--- config.mk ---
export PLATFORM = sky130hd
export DESIGN_NAME = i2c_reg_target
export DESIGN_NICKNAME = d
export VERILOG_FILES = /design/src/rtl/i2c_tgt_pkg.sv /design/src/rtl/i2c_tgt_sync.sv /design/src/rtl/i2c_tgt_watchdog.sv /design/src/rtl/i2c_tgt_regbank.sv /design/src/rtl/i2c_reg_target.sv
export SDC_FILE = /design/constraint.sdc
export NUM_CORES = 2
export LEC_CHECK = 0
export ABC_AREA = 1
export BUFFER_PORTS_ARGS = -buffer_cell sky130_fd_sc_hd__clkbuf_2
export CAP_MARGIN = 40
export CORE_MARGIN = 3
export CORE_UTILIZATION = 25
export CTS_BUF_LIST = sky130_fd_sc_hd__clkbuf_2
export DETAILED_ROUTE_END_ITERATION = 8
export PLACE_DENSITY_LB_ADDON = 0.2
export SLEW_MARGIN = 15
export SYNTH_ARGS = -nofsm -noshare
export SYNTH_HDL_FRONTEND = slang
export SYNTH_HIERARCHICAL = 1
export SYNTH_SLANG_ARGS = --single-unit
--- constraint.sdc ---
create_clock -name clk -period 9.7 [get_ports clk]
set_input_delay 1.94 -clock clk [delete_from_list [all_inputs] [get_ports clk]]
set_output_delay 1.94 -clock clk [all_outputs]
set_load 0.02 [all_outputs]
--- src/rtl/i2c_tgt_pkg.sv ---
package i2c_tgt_pkg;

    typedef enum logic [3:0] {
        ST_IDLE,
        ST_DEVADR,
        ST_DEVACK,
        ST_PTR,
        ST_PTRACK,
        ST_WDAT,
        ST_WDACK,
        ST_RDAT,
        ST_RDACK
    } tgt_state_e;

    typedef struct packed {
        logic [7:0] sh;
        logic [3:0] cnt;
    } rx_t;

    localparam logic [3:0] BITS_PER_BYTE = 4'd8;

    function automatic logic [7:0] dbg_pack(input logic dis, input logic sts);
        return {5'b0, dis, 1'b0, sts};
    endfunction

    function automatic logic addr_hit(input logic [7:0] b, input logic [6:0] dev);
        return b[7:1] == dev;
    endfunction

endpackage

--- src/rtl/i2c_tgt_sync.sv ---
module i2c_tgt_sync #(
    parameter int W      = 2,
    parameter int STAGES = 2
) (
    input  logic         clk,
    input  logic         rst,
    input  logic [W-1:0] din,
    output logic [W-1:0] dsync,
    output logic [W-1:0] rise,
    output logic [W-1:0] fall
);
    genvar g;
    generate
        for (g = 0; g < W; g++) begin : g_line
            logic [STAGES-1:0] chain;
            logic              prev;
            always_ff @(posedge clk) begin
                if (rst) begin
                    chain <= '1;
                    prev  <= 1'b1;
                end else begin
                    chain <= {chain[STAGES-2:0], din[g]};
                    prev  <= chain[STAGES-1];
                end
            end
            assign dsync[g] = chain[STAGES-1];
            assign rise[g]  = chain[STAGES-1] & ~prev;
            assign fall[g]  = ~chain[STAGES-1] & prev;
        end
    endgenerate
endmodule

--- src/rtl/i2c_tgt_watchdog.sv ---
module i2c_tgt_watchdog #(
    parameter int TIMEOUT_CYC = 1000
) (
    input  logic clk,
    input  logic rst,
    input  logic active,
    input  logic kick,
    input  logic enable,
    output logic hit
);
    localparam int CW = $clog2(TIMEOUT_CYC + 1);
    localparam logic [CW-1:0] LIMIT = CW'(TIMEOUT_CYC);

    logic [CW-1:0] cnt;

    assign hit = active && enable && (cnt == LIMIT);

    always_ff @(posedge clk) begin
        if (rst || !active || kick || hit) begin
            cnt <= '0;
        end else if (cnt != LIMIT) begin
            cnt <= cnt + 1'b1;
        end
    end
endmodule

--- src/rtl/i2c_tgt_regbank.sv ---
module i2c_tgt_regbank
    import i2c_tgt_pkg::*;
#(
    parameter int             PTR_W    = 8,
    parameter logic [PTR_W-1:0] DBG_ADDR = 8'h7E
) (
    input  logic             clk,
    input  logic             rst,
    input  logic             wr_en,
    input  logic [PTR_W-1:0] wr_addr,
    input  logic [7:0]       wr_data,
    input  logic [PTR_W-1:0] rd_addr,
    output logic [7:0]       rd_data,
    input  logic             err_set,
    output logic             det_en,
    output logic             err_sts,
    output logic             err_clr
);
    localparam int DEPTH = 1 << PTR_W;

    logic [7:0] mem [DEPTH];
    logic       det_dis;
    logic       dbg_wr;

    assign dbg_wr  = wr_en && (wr_addr == DBG_ADDR);
    assign err_clr = dbg_wr && wr_data[0];
    assign det_en  = !det_dis;
    assign rd_data = (rd_addr == DBG_ADDR) ? dbg_pack(det_dis, err_sts) : mem[rd_addr];

    always_ff @(posedge clk) begin
        if (rst) begin
            for (int i = 0; i < DEPTH; i++) mem[i] <= 8'h00;
        end else if (wr_en && !dbg_wr) begin
            mem[wr_addr] <= wr_data;
        end
    end

    always_ff @(posedge clk) begin
        if (rst) begin
            det_dis <= 1'b0;
            err_sts <= 1'b0;
        end else begin
            if (dbg_wr) det_dis <= wr_data[2];
            if (err_set) err_sts <= 1'b1;
            else if (err_clr) err_sts <= 1'b0;
        end
    end
endmodule

--- src/rtl/i2c_reg_target.sv ---
module i2c_reg_target
    import i2c_tgt_pkg::*;
#(
    parameter logic [6:0] DEV_ADDR    = 7'h2A,
    parameter int         PTR_W       = 8,
    parameter logic [7:0] DBG_ADDR    = 8'h7E,
    parameter int         TIMEOUT_CYC = 1000,
    parameter int         SYNC_STAGES = 2
) (
    input  logic clk,
    input  logic rst,
    input  logic scl_in,
    input  logic sda_in,
    output logic sda_pull
);
    localparam logic [PTR_W-1:0] PTR_ONE = PTR_W'(1);

    logic [1:0] lv, lv_rise, lv_fall;
    logic scl_s, sda_s, scl_rise, scl_fall, start_det, stop_det;

    i2c_tgt_sync #(.W(2), .STAGES(SYNC_STAGES)) u_sync (
        .clk(clk), .rst(rst), .din({sda_in, scl_in}),
        .dsync(lv), .rise(lv_rise), .fall(lv_fall)
    );

    assign scl_s     = lv[0];
    assign sda_s     = lv[1];
    assign scl_rise  = lv_rise[0];
    assign scl_fall  = lv_fall[0];
    assign start_det = lv_fall[1] & scl_s;
    assign stop_det  = lv_rise[1] & scl_s;

    tgt_state_e       st;
    rx_t              rx;
    logic [PTR_W-1:0] ptr;
    logic [7:0]       tx;
    logic             rw, mack;

    logic             bus_err, det_en, err_sts, err_clr;
    logic             wr_en, byte_end;
    logic [PTR_W-1:0] rd_addr;
    logic [7:0]       rd_data;

    i2c_tgt_watchdog #(.TIMEOUT_CYC(TIMEOUT_CYC)) u_wdog (
        .clk(clk), .rst(rst),
        .active(st != ST_IDLE),
        .kick(scl_rise | scl_fall | start_det | stop_det),
        .enable(det_en),
        .hit(bus_err)
    );

    always_comb begin
        byte_end = scl_fall && (rx.cnt == BITS_PER_BYTE) && !bus_err && !start_det && !stop_det;
        wr_en    = byte_end && (st == ST_WDAT);
        rd_addr  = (st == ST_RDACK) ? ptr + PTR_ONE : ptr;
    end

    i2c_tgt_regbank #(.PTR_W(PTR_W), .DBG_ADDR(DBG_ADDR)) u_bank (
        .clk(clk), .rst(rst),
        .wr_en(wr_en), .wr_addr(ptr), .wr_data(rx.sh),
        .rd_addr(rd_addr), .rd_data(rd_data),
        .err_set(bus_err), .det_en(det_en),
        .err_sts(err_sts), .err_clr(err_clr)
    );

    always_ff @(posedge clk) begin
        if (rst) begin
            st       <= ST_IDLE;
            rx       <= '0;
            ptr      <= '0;
            tx       <= '0;
            rw       <= 1'b0;
            mack     <= 1'b0;
            sda_pull <= 1'b0;
        end else if (bus_err) begin
            st       <= ST_IDLE;
            sda_pull <= 1'b0;
        end else if (start_det) begin
            st       <= ST_DEVADR;
            rx.cnt   <= '0;
            sda_pull <= 1'b0;
        end else if (stop_det) begin
            st       <= ST_IDLE;
            sda_pull <= 1'b0;
        end else begin
            unique case (st)
                ST_DEVADR, ST_PTR, ST_WDAT: begin
                    if (scl_rise) begin
                        rx.sh  <= {rx.sh[6:0], sda_s};
                        rx.cnt <= rx.cnt + 1'b1;
                    end else if (byte_end) begin
                        rx.cnt <= '0;
                        if (st == ST_DEVADR) begin
                            if (addr_hit(rx.sh, DEV_ADDR)) begin
                                rw       <= rx.sh[0];
                                sda_pull <= 1'b1;
                                st       <= ST_DEVACK;
                            end else begin
                                st <= ST_IDLE;
                            end
                        end else if (st == ST_PTR) begin
                            ptr      <= rx.sh[PTR_W-1:0];
                            sda_pull <= 1'b1;
                            st       <= ST_PTRACK;
                        end else begin
                            sda_pull <= 1'b1;
                            st       <= ST_WDACK;
                        end
                    end
                end
                ST_DEVACK: begin
                    if (scl_fall) begin
                        if (rw) begin
                            tx       <= rd_data;
                            sda_pull <= ~rd_data[7];
                            rx.cnt   <= 4'd1;
                            st       <= ST_RDAT;
                        end else begin
                            sda_pull <= 1'b0;
                            st       <= ST_PTR;
                        end
                    end
                end
                ST_PTRACK: begin
                    if (scl_fall) begin
                        sda_pull <= 1'b0;
                        st       <= ST_WDAT;
                    end
                end
                ST_WDACK: begin
                    if (scl_fall) begin
                        sda_pull <= 1'b0;
                        ptr      <= ptr + PTR_ONE;
                        st       <= ST_WDAT;
                    end
                end
                ST_RDAT: begin
                    if (scl_fall) begin
                        if (rx.cnt == BITS_PER_BYTE) begin
                            sda_pull <= 1'b0;
                            rx.cnt   <= '0;
                            st       <= ST_RDACK;
                        end else begin
                            sda_pull <= ~tx[6];
                            tx       <= {tx[6:0], 1'b0};
                            rx.cnt   <= rx.cnt + 1'b1;
                        end
                    end
                end
                ST_RDACK: begin
                    if (scl_rise) begin
                        mack <= ~sda_s;
                    end else if (scl_fall) begin
                        if (mack) begin
                            ptr      <= rd_addr;
                            tx       <= rd_data;
                            sda_pull <= ~rd_data[7];
                            rx.cnt   <= 4'd1;
                            st       <= ST_RDAT;
                        end else begin
                            sda_pull <= 1'b0;
                            st       <= ST_IDLE;
                        end
                    end
                end
                default: begin
                    sda_pull <= 1'b0;
                end
            endcase
        end
    end
endmodule

==> metrics <==
outcome completed; final WL 342 mm; Final Core Density 0.280; clock sink total 2,100; number of global-route vias before repair 75,800; Top Usage Layer GRT met2; CP Capture Type register; CTS tree done; initial antenna violation count 17; IO Port Bufs 4; Hold Vio Cnt, Final 0; family with the most delay on the worst path buffers and inverters; initial core utilization 0.251; first-pass GRT wire length 497 mm; via/cell ratio 4.70; Storage cell area 0.0625 sq mm; CTS H-Tree Depth 6; post-DP HPWL 204 mm; Post-CTS Resized 0; Skew-Pair Late Insertion Delay 2.05 ns; Core Area 0.386 sq mm; via count 75,900; Routability Congestion 0.827; # nets final 10,500; Worst Hold End u_sync/g_line[0].chain[1]$_SDFF_PP1_; Final min period 5.73 ns; VDD IR max 0.000299 V; worst hold start u_sync/g_line[0].chain[0]$_SDFF_PP1_; Worst Setup Path Type register to register; Area growth syn-to-layout 11.2%; Synth Cell Area 0.0971 sq mm; Pleak 39.1 nW; gr usage total 0.167; Hold WS 0.418 ns; Crit path required time 11.64 ns; Die Height 629 um; Mapped Cells 10,500; met3 GRT Util 0.0299; Avg Inst Size Synth 9.24 sq um; CP Data Arrival Time 7.66 ns; DRC viols 0; layout cells sized above 1 0.103; Layout fillers 41,800; multi-input logic area 0.0304 sq mm; met1 Use GR 0.226; Rows 228; Post-DRT Antenna Nets 0; Worst path max stage delay 0.79 ns; CP Cell Sequence inv_2 > nand2_1 > nor2_4 > ha_1 > inv_8 > buf_4 > inv_16 > buf_4 > o21ai_0 > o211ai_1 > nand3_1 > nand3_1 > nand3_1 > nand2_1 > nand3_1 > a21oi_1 > nor2_1 > nand2_1 > nand2_1 > o21ai_0 > nor2_1; met2 Use GR 0.270; Worst Skew 0.193 ns; worst reg2reg path startpoint st[0]$_SDFFE_PP0P_; Final Max Slew Viols 0; Chip Width 629 um; Max transition margin 0.306; RSZ-0062 raised after global routing no; CTS max path bufs 4; Hold Crit Depth 2; reg2reg end sda_pull$_SDFFE_PP0P_; dpl ws 3.30 ns; peak fanout along the critical path 172; setup violators final 0; Die ar. 0.396 sq mm; initial DRC count 6,980; wire per inst 21.2 um; clock-pin transition on the worst setup and hold timing paths 0.09 ns; crit path buf inv count 5; FF-to-FF path depth 21; Critical-path top delay cell buf_4; Reg2Reg Setup Slack 3.97 ns; drt pass-1 iters 6; cts bufs inserted 588; Peak Freq 0.175 GHz; # Max-Cap Violations 0; pwr dens 262 mW/mm^2; min-delay worst type register to register; Boundary Pins 5; Synthesis Warnings 6; Final Cycle Share 0.590; Final TNS setup 0 ns; clk root buf clkbuf_2; largest net degree at the start of global routing 173; CP startpoint kind register; final worst slack 3.97 ns; Slew @ Worst Pin 1.04 ns; grt ovf 0
## sequential cells by signal (all words and copies together), names as in the netlist
name                 flops
u_sync/g_line.chain      4
st                       4
u_bank/err_sts           1
tx                       7
ptr                      8
u_bank/det_dis           1
sda_pull                 1
u_bank/mem            2048
rx                      12
u_sync/g_line.prev       2
mack                     1
u_wdog/cnt              10
rw                       1
## cell usage in the layout, fill, tap and decap left out, types with 52 or more instances in the layout
| cell type | instances |
|---|---|
| a21oi_1 | 119 |
| buf_4 | 101 |
| clkbuf_2 | 825 |
| clkinv_1 | 120 |
| dfxtp_1 | 52 |
| edfxtp_1 | 2048 |
| inv_1 | 323 |
| nand2_1 | 2162 |
| nand3_1 | 452 |
| nor2_1 | 3550 |
| o211ai_1 | 139 |
| o21ai_0 | 804 |
## metal layers
layer  vias up  part of all wire
met5         -           0.00029
li1      35100                 -
met1     37500              0.44
met3       527             0.071
met4        14             0.027
met2      2740              0.46
## final cells by class
cell class              instances  area share
well taps                    5175      0.0600
flip-flops and latches       2100       0.579
multi-input cells            7344       0.282
clock buffers                 821      0.0381
diodes                          6    0.000139
inverters                     353      0.0134
clock inverters               190      0.0111
repair buffers                152      0.0162
## report_power, final
part / internal (mW) / switching [mW] / leakage, nW
clock network: 2.61 / 3.91 / 3.95
logic: 2.68 / 8.65 / 13.6
registers: 10.2 / 0.154 / 21.6
total: 15.5 / 12.7 / 39.1
## repair_timing
item,4_1_cts,5_1_grt
setup buffers,0,0
endpoints found under the hold margin,2,0
hold buffers,2,0
## worst register-to-register path, delay by kind of cell, from the launching register on
family,cells,cell delay (ns)
AO/OA/AOI/OAI,4,1.07
adder cells (fa/ha/maj),1,0.38
buffers and inverters,5,2.18
flip-flops,1,0.51
AND/OR/NAND/NOR,11,1.48
## per-stage QoR
step                power [mW]  cells  area [sq um]
floorplan                 17.5  10500         97100
global placement          21.9  15100        102000
detailed placement        21.9  15100        103000
CTS                       28.5  16100        108000
global route              30.1  16100        108000
finish                    28.2  16100        108000
## worst max path at each step
stage	start	to	slack (ns)	cells after the start
4_1_cts	st[0]$_SDFFE_PP0P_	tx[2]$_SDFFE_PP0P_	3.93	29
3_3_place_gp	rst	u_bank/mem[168][0]$_SDFFCE_PN0P_	3.10	7
2_1_floorplan	rst	u_bank/mem[136][0]$_SDFFCE_PN0P_	6.04	7
3_5_place_dp	rst	u_bank/mem[41][7]$_SDFFCE_PN0P_	3.30	7
5_1_grt	st[2]$_SDFFE_PP0P_	tx[2]$_SDFFE_PP0P_	3.54	29
6_report	st[0]$_SDFFE_PP0P_	sda_pull$_SDFFE_PP0P_	3.97	21
No activity file was read; power rests on OpenSTA's default activity.
